$ cat src/rtl/temp_evt_pkg.sv
// Shared types and constants for the temperature event controller.
// Assumes a 16-bit register word and addresses fitting in three bits.
package temp_evt_pkg;

    localparam int ADDR_CFG  = 1;
    localparam int ADDR_HIGH = 2;
    localparam int ADDR_LOW  = 3;
    localparam int ADDR_CRIT = 4;
    localparam int ADDR_DATA = 5;

    typedef struct packed {
        logic [1:0] hyst;
        logic       sd;
        logic       lock_crit;
        logic       lock_alarm;
        logic       en;
        logic       crit_only;
        logic       pol;
        logic       mode;
    } evt_cfg_t;

    typedef struct packed {
        logic crit;
        logic high;
        logic low;
    } trip_t;

    // Hysteresis in temperature LSBs: zero, then base doubled per code step.
    function automatic int hyst_ticks(input logic [1:0] code, input int base);
        int amt;
        amt = 0;
        for (int k = 1; k <= 3; k++) begin
            if (code == 2'(k)) amt = base << (k - 1);
        end
        return amt;
    endfunction

endpackage

$ cat src/rtl/temp_evt_cfg.sv
// Configuration register with set-only locks and a clear request pulse.
// Assumes the write strobe is one cycle wide; bit 5 is not stored.
module temp_evt_cfg
    import temp_evt_pkg::*;
#(
    parameter int AW = 3,
    parameter int DW = 16
) (
    input  logic          clk,
    input  logic          rst_n,
    input  logic          wr_en,
    input  logic [AW-1:0] wr_addr,
    input  logic [DW-1:0] wr_data,
    output evt_cfg_t      cfg_q,
    output logic          clr_req
);

    evt_cfg_t cfg_d;
    logic     wr_hit;
    logic     locked;

    assign wr_hit  = wr_en && (wr_addr == AW'(ADDR_CFG));
    assign locked  = cfg_q.lock_crit | cfg_q.lock_alarm;
    // Clear request only counts in interrupt mode.
    assign clr_req = wr_hit && wr_data[5] && cfg_q.mode;

    // Next configuration value under the lock rules.
    always_comb begin : cfg_next_calc
        cfg_d = cfg_q;
        if (wr_hit) begin
            cfg_d.lock_crit  = cfg_q.lock_crit  | wr_data[7];
            cfg_d.lock_alarm = cfg_q.lock_alarm | wr_data[6];
            cfg_d.sd         = locked ? (cfg_q.sd & wr_data[8]) : wr_data[8];
            cfg_d.crit_only  = cfg_q.lock_alarm ? (cfg_q.crit_only & wr_data[2]) : wr_data[2];
            if (!locked) begin
                cfg_d.mode = wr_data[0];
                cfg_d.pol  = wr_data[1];
                cfg_d.en   = wr_data[3];
                cfg_d.hyst = wr_data[10:9];
            end
        end
    end

    // Configuration state register.
    always_ff @(posedge clk) begin : cfg_reg
        if (!rst_n) cfg_q <= '0;
        else        cfg_q <= cfg_d;
    end

endmodule

$ cat src/rtl/temp_evt_limit.sv
// One trip-point register; keeps bits KEEP_HI..KEEP_LO, ignores writes under lock.
// Assumes the lock input is the matching lock bit of the configuration.
module temp_evt_limit #(
    parameter int AW      = 3,
    parameter int DW      = 16,
    parameter int KEEP_HI = 12,
    parameter int KEEP_LO = 2,
    parameter int ADDR    = 2
) (
    input  logic          clk,
    input  logic          rst_n,
    input  logic          wr_en,
    input  logic [AW-1:0] wr_addr,
    input  logic [DW-1:0] wr_data,
    input  logic          lock,
    output logic [DW-1:0] lim_q
);

    localparam logic [DW-1:0] KEEP_MASK =
        DW'(((64'd1 << (KEEP_HI - KEEP_LO + 1)) - 64'd1) << KEEP_LO);

    // Limit storage with field mask.
    always_ff @(posedge clk) begin : lim_reg
        if (!rst_n)
            lim_q <= '0;
        else if (wr_en && wr_addr == AW'(ADDR) && !lock)
            lim_q <= wr_data & KEEP_MASK;
    end

endmodule

$ cat src/rtl/temp_evt_trip.sv
// Temperature store and hysteretic trip flags.
// Assumes limits arrive already aligned to the temperature LSB.
module temp_evt_trip
    import temp_evt_pkg::*;
#(
    parameter int TW        = 13,
    parameter int HYST_BASE = 24
) (
    input  logic          clk,
    input  logic          rst_n,
    input  logic          samp_valid,
    input  logic [TW-1:0] samp_data,
    input  logic          freeze,
    input  logic [1:0]    hyst_code,
    input  logic [TW-1:0] lim_high,
    input  logic [TW-1:0] lim_low,
    input  logic [TW-1:0] lim_crit,
    output logic [TW-1:0] temp_q,
    output trip_t         trip_q,
    output trip_t         trip_d
);

    localparam int CW = TW + 2;

    logic signed [CW-1:0] t_s, hi_s, lo_s, cr_s, hy_s;

    // Sign-extend operands so limit minus hysteresis cannot wrap.
    always_comb begin : widen_operands
        t_s  = CW'($signed(temp_q));
        hi_s = CW'($signed(lim_high));
        lo_s = CW'($signed(lim_low));
        cr_s = CW'($signed(lim_crit));
        hy_s = CW'(hyst_ticks(hyst_code, HYST_BASE));
    end

    // Next flag values; hysteresis lowers the release point of high and critical.
    always_comb begin : flag_next_calc
        trip_d.crit = trip_q.crit ? (t_s >= cr_s - hy_s) : (t_s >= cr_s);
        trip_d.high = trip_q.high ? (t_s > hi_s - hy_s) : (t_s > hi_s);
        trip_d.low  = (t_s < lo_s);
    end

    // Temperature capture, frozen during shutdown.
    always_ff @(posedge clk) begin : temp_reg
        if (!rst_n)                    temp_q <= '0;
        else if (samp_valid && !freeze) temp_q <= samp_data;
    end

    // Trip flag state.
    always_ff @(posedge clk) begin : flag_reg
        if (!rst_n) trip_q <= '0;
        else        trip_q <= trip_d;
    end

endmodule

$ cat src/rtl/temp_evt_out.sv
// Event latch, deferred clear, event state and pin drive.
// Assumes clr_req is a one-cycle pulse already qualified by interrupt mode.
module temp_evt_out
    import temp_evt_pkg::*;
(
    input  logic     clk,
    input  logic     rst_n,
    input  evt_cfg_t cfg,
    input  trip_t    trip_q,
    input  trip_t    trip_d,
    input  logic     clr_req,
    output logic     evt_q,
    output logic     pull_low
);

    logic latch_q, pend_q;
    logic win_change, clr_go, cond_now, evt_d;

    // Window crossing detect and clear gating.
    always_comb begin : latch_ctrl
        win_change = ((trip_d.high ^ trip_q.high) | (trip_d.low ^ trip_q.low))
                     & cfg.mode & ~cfg.crit_only;
        clr_go     = pend_q & ~trip_q.crit;
        if (cfg.mode)
            cond_now = latch_q | trip_q.crit;
        else if (cfg.crit_only)
            cond_now = trip_q.crit;
        else
            cond_now = trip_q.crit | trip_q.high | trip_q.low;
        evt_d = cfg.sd ? evt_q : (cfg.en & cond_now);
    end

    // Latch, pending clear and event state registers.
    always_ff @(posedge clk) begin : evt_regs
        if (!rst_n) begin
            latch_q <= 1'b0;
            pend_q  <= 1'b0;
            evt_q   <= 1'b0;
        end else begin
            latch_q <= (latch_q & ~clr_go) | win_change;
            pend_q  <= clr_req | (pend_q & ~clr_go);
            evt_q   <= evt_d;
        end
    end

    // Open-drain enable follows polarity.
    assign pull_low = cfg.pol ? ~evt_q : evt_q;

endmodule

$ cat src/rtl/temp_evt_ctrl.sv
// Top of the temperature event controller: registers, trip flags, event pin.
// Assumes a write and a read port from a bus front end; reads are combinational.
module temp_evt_ctrl
    import temp_evt_pkg::*;
#(
    parameter int TW = 13,
    parameter int DW = 16,
    parameter int AW = 3,
    parameter int HYST_BASE = 24
) (
    input  logic          clk,
    input  logic          rst_n,
    input  logic          samp_valid,
    input  logic [TW-1:0] samp_data,
    input  logic          wr_en,
    input  logic [AW-1:0] wr_addr,
    input  logic [DW-1:0] wr_data,
    input  logic [AW-1:0] rd_addr,
    output logic [DW-1:0] rd_data,
    output logic          trip_crit,
    output logic          trip_high,
    output logic          trip_low,
    output logic          evt_status,
    output logic          evt_pull_low
);

    localparam int N_LIM = 3;

    evt_cfg_t      cfg_q;
    logic          clr_req;
    logic [DW-1:0] lim_q [N_LIM];
    logic [TW-1:0] temp_q;
    trip_t         trip_q, trip_d;
    logic          evt_q;

    temp_evt_cfg #(.AW(AW), .DW(DW)) u_cfg (
        .clk(clk), .rst_n(rst_n), .wr_en(wr_en), .wr_addr(wr_addr),
        .wr_data(wr_data), .cfg_q(cfg_q), .clr_req(clr_req)
    );

    // High, low, critical in address order; the last one has its own lock.
    for (genvar gi = 0; gi < N_LIM; gi++) begin : g_lim
        temp_evt_limit #(
            .AW(AW), .DW(DW), .KEEP_HI(TW - 1), .KEEP_LO(2), .ADDR(ADDR_HIGH + gi)
        ) u_lim (
            .clk(clk), .rst_n(rst_n), .wr_en(wr_en), .wr_addr(wr_addr),
            .wr_data(wr_data),
            .lock((gi == N_LIM - 1) ? cfg_q.lock_crit : cfg_q.lock_alarm),
            .lim_q(lim_q[gi])
        );
    end

    temp_evt_trip #(.TW(TW), .HYST_BASE(HYST_BASE)) u_trip (
        .clk(clk), .rst_n(rst_n), .samp_valid(samp_valid), .samp_data(samp_data),
        .freeze(cfg_q.sd), .hyst_code(cfg_q.hyst),
        .lim_high(lim_q[0][TW-1:0]), .lim_low(lim_q[1][TW-1:0]),
        .lim_crit(lim_q[2][TW-1:0]),
        .temp_q(temp_q), .trip_q(trip_q), .trip_d(trip_d)
    );

    temp_evt_out u_out (
        .clk(clk), .rst_n(rst_n), .cfg(cfg_q), .trip_q(trip_q), .trip_d(trip_d),
        .clr_req(clr_req), .evt_q(evt_q), .pull_low(evt_pull_low)
    );

    // Read multiplexer.
    always_comb begin : rd_mux
        rd_data = '0;
        if (rd_addr == AW'(ADDR_CFG))
            rd_data = DW'({cfg_q.hyst, cfg_q.sd, cfg_q.lock_crit, cfg_q.lock_alarm,
                           1'b0, evt_q, cfg_q.en, cfg_q.crit_only, cfg_q.pol, cfg_q.mode});
        else if (rd_addr == AW'(ADDR_HIGH)) rd_data = lim_q[0];
        else if (rd_addr == AW'(ADDR_LOW))  rd_data = lim_q[1];
        else if (rd_addr == AW'(ADDR_CRIT)) rd_data = lim_q[2];
        else if (rd_addr == AW'(ADDR_DATA))
            rd_data = DW'({trip_q.crit, trip_q.high, trip_q.low, temp_q});
    end

    assign trip_crit  = trip_q.crit;
    assign trip_high  = trip_q.high;
    assign trip_low   = trip_q.low;
    assign evt_status = evt_q;

endmodule

$ cat config.mk
export PLATFORM = sky130hd
export DESIGN_NAME = temp_evt_ctrl
export DESIGN_NICKNAME = d
export VERILOG_FILES = /design/src/rtl/temp_evt_pkg.sv /design/src/rtl/temp_evt_cfg.sv /design/src/rtl/temp_evt_limit.sv /design/src/rtl/temp_evt_trip.sv /design/src/rtl/temp_evt_out.sv /design/src/rtl/temp_evt_ctrl.sv
export SDC_FILE = /design/constraint.sdc
export NUM_CORES = 1
export LEC_CHECK = 0
export ABC_AREA = 1
export BUFFER_PORTS_ARGS = -buffer_cell sky130_fd_sc_hd__buf_2
export CAP_MARGIN = 20
export CORE_ASPECT_RATIO = 0.7
export CORE_UTILIZATION = 25
export DETAILED_ROUTE_END_ITERATION = 6
export RECOVER_POWER = 25
export SLEW_MARGIN = 40
export SYNTH_ARGS = -nofsm -noshare
export SYNTH_HDL_FRONTEND = slang
export SYNTH_SLANG_ARGS = --single-unit
$ cat constraint.sdc
create_clock -name clk -period 4.2 [get_ports clk]
set_clock_uncertainty 0.15 [all_clocks]
set_input_delay 0.42 -clock clk [delete_from_list [all_inputs] [get_ports clk]]
set_output_delay 0.42 -clock clk [all_outputs]
set_load 0.005 [all_outputs]
==> summary.md <==
| Metric | Value |
|---|---|
| Sw frac | `0.328` |
| Hold Crit Class | `in -> reg` |
| Core area | `17400 um^2` |
| R2R Setup Slk | `400 ps` |
| Synth Area in Simple Gates | `0.201` |
| Commonest non-fill, non-tap cell in the layout | `nand2_1` |
| Peak supply drop | `0.198 mV` |
| Post-CTS sizing | `0` |
| H-tree depth | `3` |
| Initial core utilization | `0.259` |
| Internal power | `1370 uW` |
| Chip Width | `163 um` |
| First-pass GRT wire length | `22.6 mm` |
| Slew margin rel. | `0.519` |
| Layout cells sized above 1 | `0.119` |
| Area grow syn2layout | `18.9%` |
| Register area share after synthesis | `0.270` |
| Min Tclk post-route | `3800 ps` |
| Synthesized-area fraction occupied by adder cells | `0.192` |
| Period utilization | `0.904` |
| Synthesized instance count | `637` |
| Synth Area in XOR/XNOR | `0.0399` |
| RR Startpoint | `u_cfg.cfg_q[8]` |
| RSZ-0062 raised after global routing | `false` |
| Setup_tns | `0 ps` |
| Yosys reg bits | `61` |
| Mean post-synth cell area | `7.09 um^2` |
| Status | `complete, no violations` |
| Fin area | `5370 um^2` |
| Synth top area share | `0.270` |
| Hold Buf Count CTS | `0` |
| Worst Path Max Fanout | `4` |
| Post-synthesis cell area | `4520 um^2` |
| WL per Instance | `15.5 um` |
| Clock sink count | `61` |
| Design Power | `2040 uW` |
| Post-CTS setup buffers | `0` |
| Compound-Gate Fraction of Synth Area | `0.208` |
| CTS Buffer Depth | `2` |
| Post-route DRC | `0` |
| Comb power frac | `0.266` |
| DP Area | `5060 um^2` |
| Yosys warns | `0` |
| Antenna cells | `0` |
| CP Capture Point | `u_out.latch_q` |
| Commonest non-fill, non-tap cells in the layout | `92 x nand2_1, 89 x inv_1, 79 x o21ai_0` |
| Crit start category | `flip-flop` |
| Max-Cap Viols | `0` |
| Clock power frac | `0.410` |
| Netlist cell types | `35` |
| Io pins | `60` |
| Total clock buffers created by CTS | `9` |
| Sequential share of power | `0.324` |
| Reported leakage power | `0.00243 uW` |
| CTS tree | `built` |
| Full die area | `18600 um^2` |
| Worst EP required | `4270 ps` |
| Initial antenna violation count | `0` |
| Gpl congestion | `0.866` |
| Largest family of logic cells by synthesized area | `compound AO/OA/AOI/OAI gates` |
| Vias in the first global route | `3946` |
| Initial DRC count | `340` |
| Mux cell area share after synthesis | `0` |
| Placed insts | `914` |
| HPWL Detailed | `11.4 mm` |
| Worst R2R End | `u_out.latch_q` |
| Synth Net Count | `744` |
| Setup Crit Path Kind | `reg -> reg` |
| Total GRT Usage | `0.162` |
| Final setup violation count | `0` |
| Largest cells by area after synthesis | `dfxtp_1 27%, ha_1 18%, o21ai_0 8.7%` |
| Psw | `671 uW` |
| Final Hold Vio Count | `0` |
| Die H | `114 um` |
| Max Freq | `0.263 GHz` |
| I/O Buffers | `56` |
| Post-Layout Cell Count | `929` |
| Vias | `4387` |
| Power Density | `380 nW/um^2` |
| Setup crit start | `u_cfg.cfg_q[8]` |
| Worst-Skew Late Latency | `340 ps` |
| FF-to-FF path depth | `25` |
| 1st-pass router iterations | `5` |
| Slew of the pin with the lowest slew margin | `718 ps` |
| Avg Vias per Cell | `4.72` |
| Worst EP arrival | `3870 ps` |
| Clk slew on worst S/H paths | `60 ps` |
| Layout Nets | `801` |
| Util after Layout | `0.308` |
| Rows | `40` |
| Pins Over Slew Limit | `0` |
| Largest net degree at the start of global routing | `56` |
| Antenna Violating Nets Remaining | `0` |
| Root buf cell | `clkbuf_16` |
| Critical path endpoint category | `flip-flop` |
| Drt total wl | `14.4 mm` |
| Total gr overflow | `0` |
| Dominant cell type by area after synthesis | `dfxtp_1` |
## power by group through the flow
stage / clock [uW] / sequential, uW / combinational, uW
after detailed placement: 0 / 675 / 538
final: 838 / 663 / 543
after global routing: 872 / 668 / 626
after CTS: 842 / 663 / 543
after global placement: 0 / 675 / 531
after floorplan: 0 / 654 / 384
## sequential cells by signal (all words and copies together), names as in the netlist
register and count:
u_out.pend_q 1, u_out.latch_q 1, u_trip.trip_q 3, g_lim.u_lim.lim_q 33, u_cfg.cfg_q 9, u_out.evt_q 1, u_trip.temp_q 13
## worst max-delay path, stage by stage, from the launching register on
cell and delay [ps]:
dfxtp_1 340, inv_1 100, ha_1 380, fa_1 460
nand2_1 80, nand2_1 50, a21oi_1 250, nand3_1 180
nor2_1 130, nand2_1 80, o21ai_0 170, inv_1 70
ha_1 270, nand2_1 60, inv_1 50, nand3_1 80
nor2_1 200, nand2_1 100, nand2_1 70, nand2_1 50
nand2_1 70, nand2_1 60, nand2_1 70, nand2_1 50
nand2_1 70, a21oi_2 50
## cells in the mapped netlist, drive strengths merged
cell,n
nand2,94
inv,90
o21ai,80
a21oi,78
ha,66
dfxtp,61
nor2,59
nand3,28
xor2,15
nand4,11
o211ai,11
clkbuf,10
nor3,10
a31oi,4
buf,4
clkinv,3
xnor2,3
a211oi,2
fa,2
a21o,1
a221oi,1
and3,1
nor4,1
or2,1
xnor3,1
## metal layers
layer	vias to the layer above	track usage	wire, um	part of all wire
met3	16	0.0373	1120	0.078
met1	1928	0.264	8010	0.56
met4	0	0.0305	131	0.0091
met5	-	0	0	0
li1	2270	-	-	-
met2	173	0.206	5140	0.36
## metrics by stage
stage	hold slack [ps]	worst slack, ps
after floorplan	287	964
after global placement	305	494
after detailed placement	310	449
after CTS	157	412
after global routing	172	13.6
final	156	403
## cells by family after synthesis
logic type | count (synthesis)
adders and majority gates | 68
xor gates and xnor gates | 19
and+or+nand+nor | 205
buffers and inverters | 107
DFF | 61
AOI/OAI and AO/OA | 177
## how the worst min path moves through the flow
stage	start	to	slack [ps]	depth (start not counted)
after global routing	wr_data[1]	u_cfg.cfg_q[1]	170	3
after floorplan	g_lim[1].u_lim.lim_q[2]	g_lim[1].u_lim.lim_q[2]	290	2
final	wr_data[1]	u_cfg.cfg_q[1]	160	3
after CTS	wr_data[1]	u_cfg.cfg_q[1]	160	3
after global placement	g_lim[1].u_lim.lim_q[2]	g_lim[1].u_lim.lim_q[2]	310	2
after detailed placement	u_out.pend_q	u_out.pend_q	310	2
## final cells by class
type / count / area (um^2)
flip-flops and latches: 61 / 1220
repair buffers: 60 / 305
inverters: 93 / 349
clock inverters: 3 / 68.8
multi-input cells: 469 / 2880
clock buffers: 12 / 256
fillers: 1937 / 12000
well taps: 231 / 289
Power figures use the tool's default switching activity.
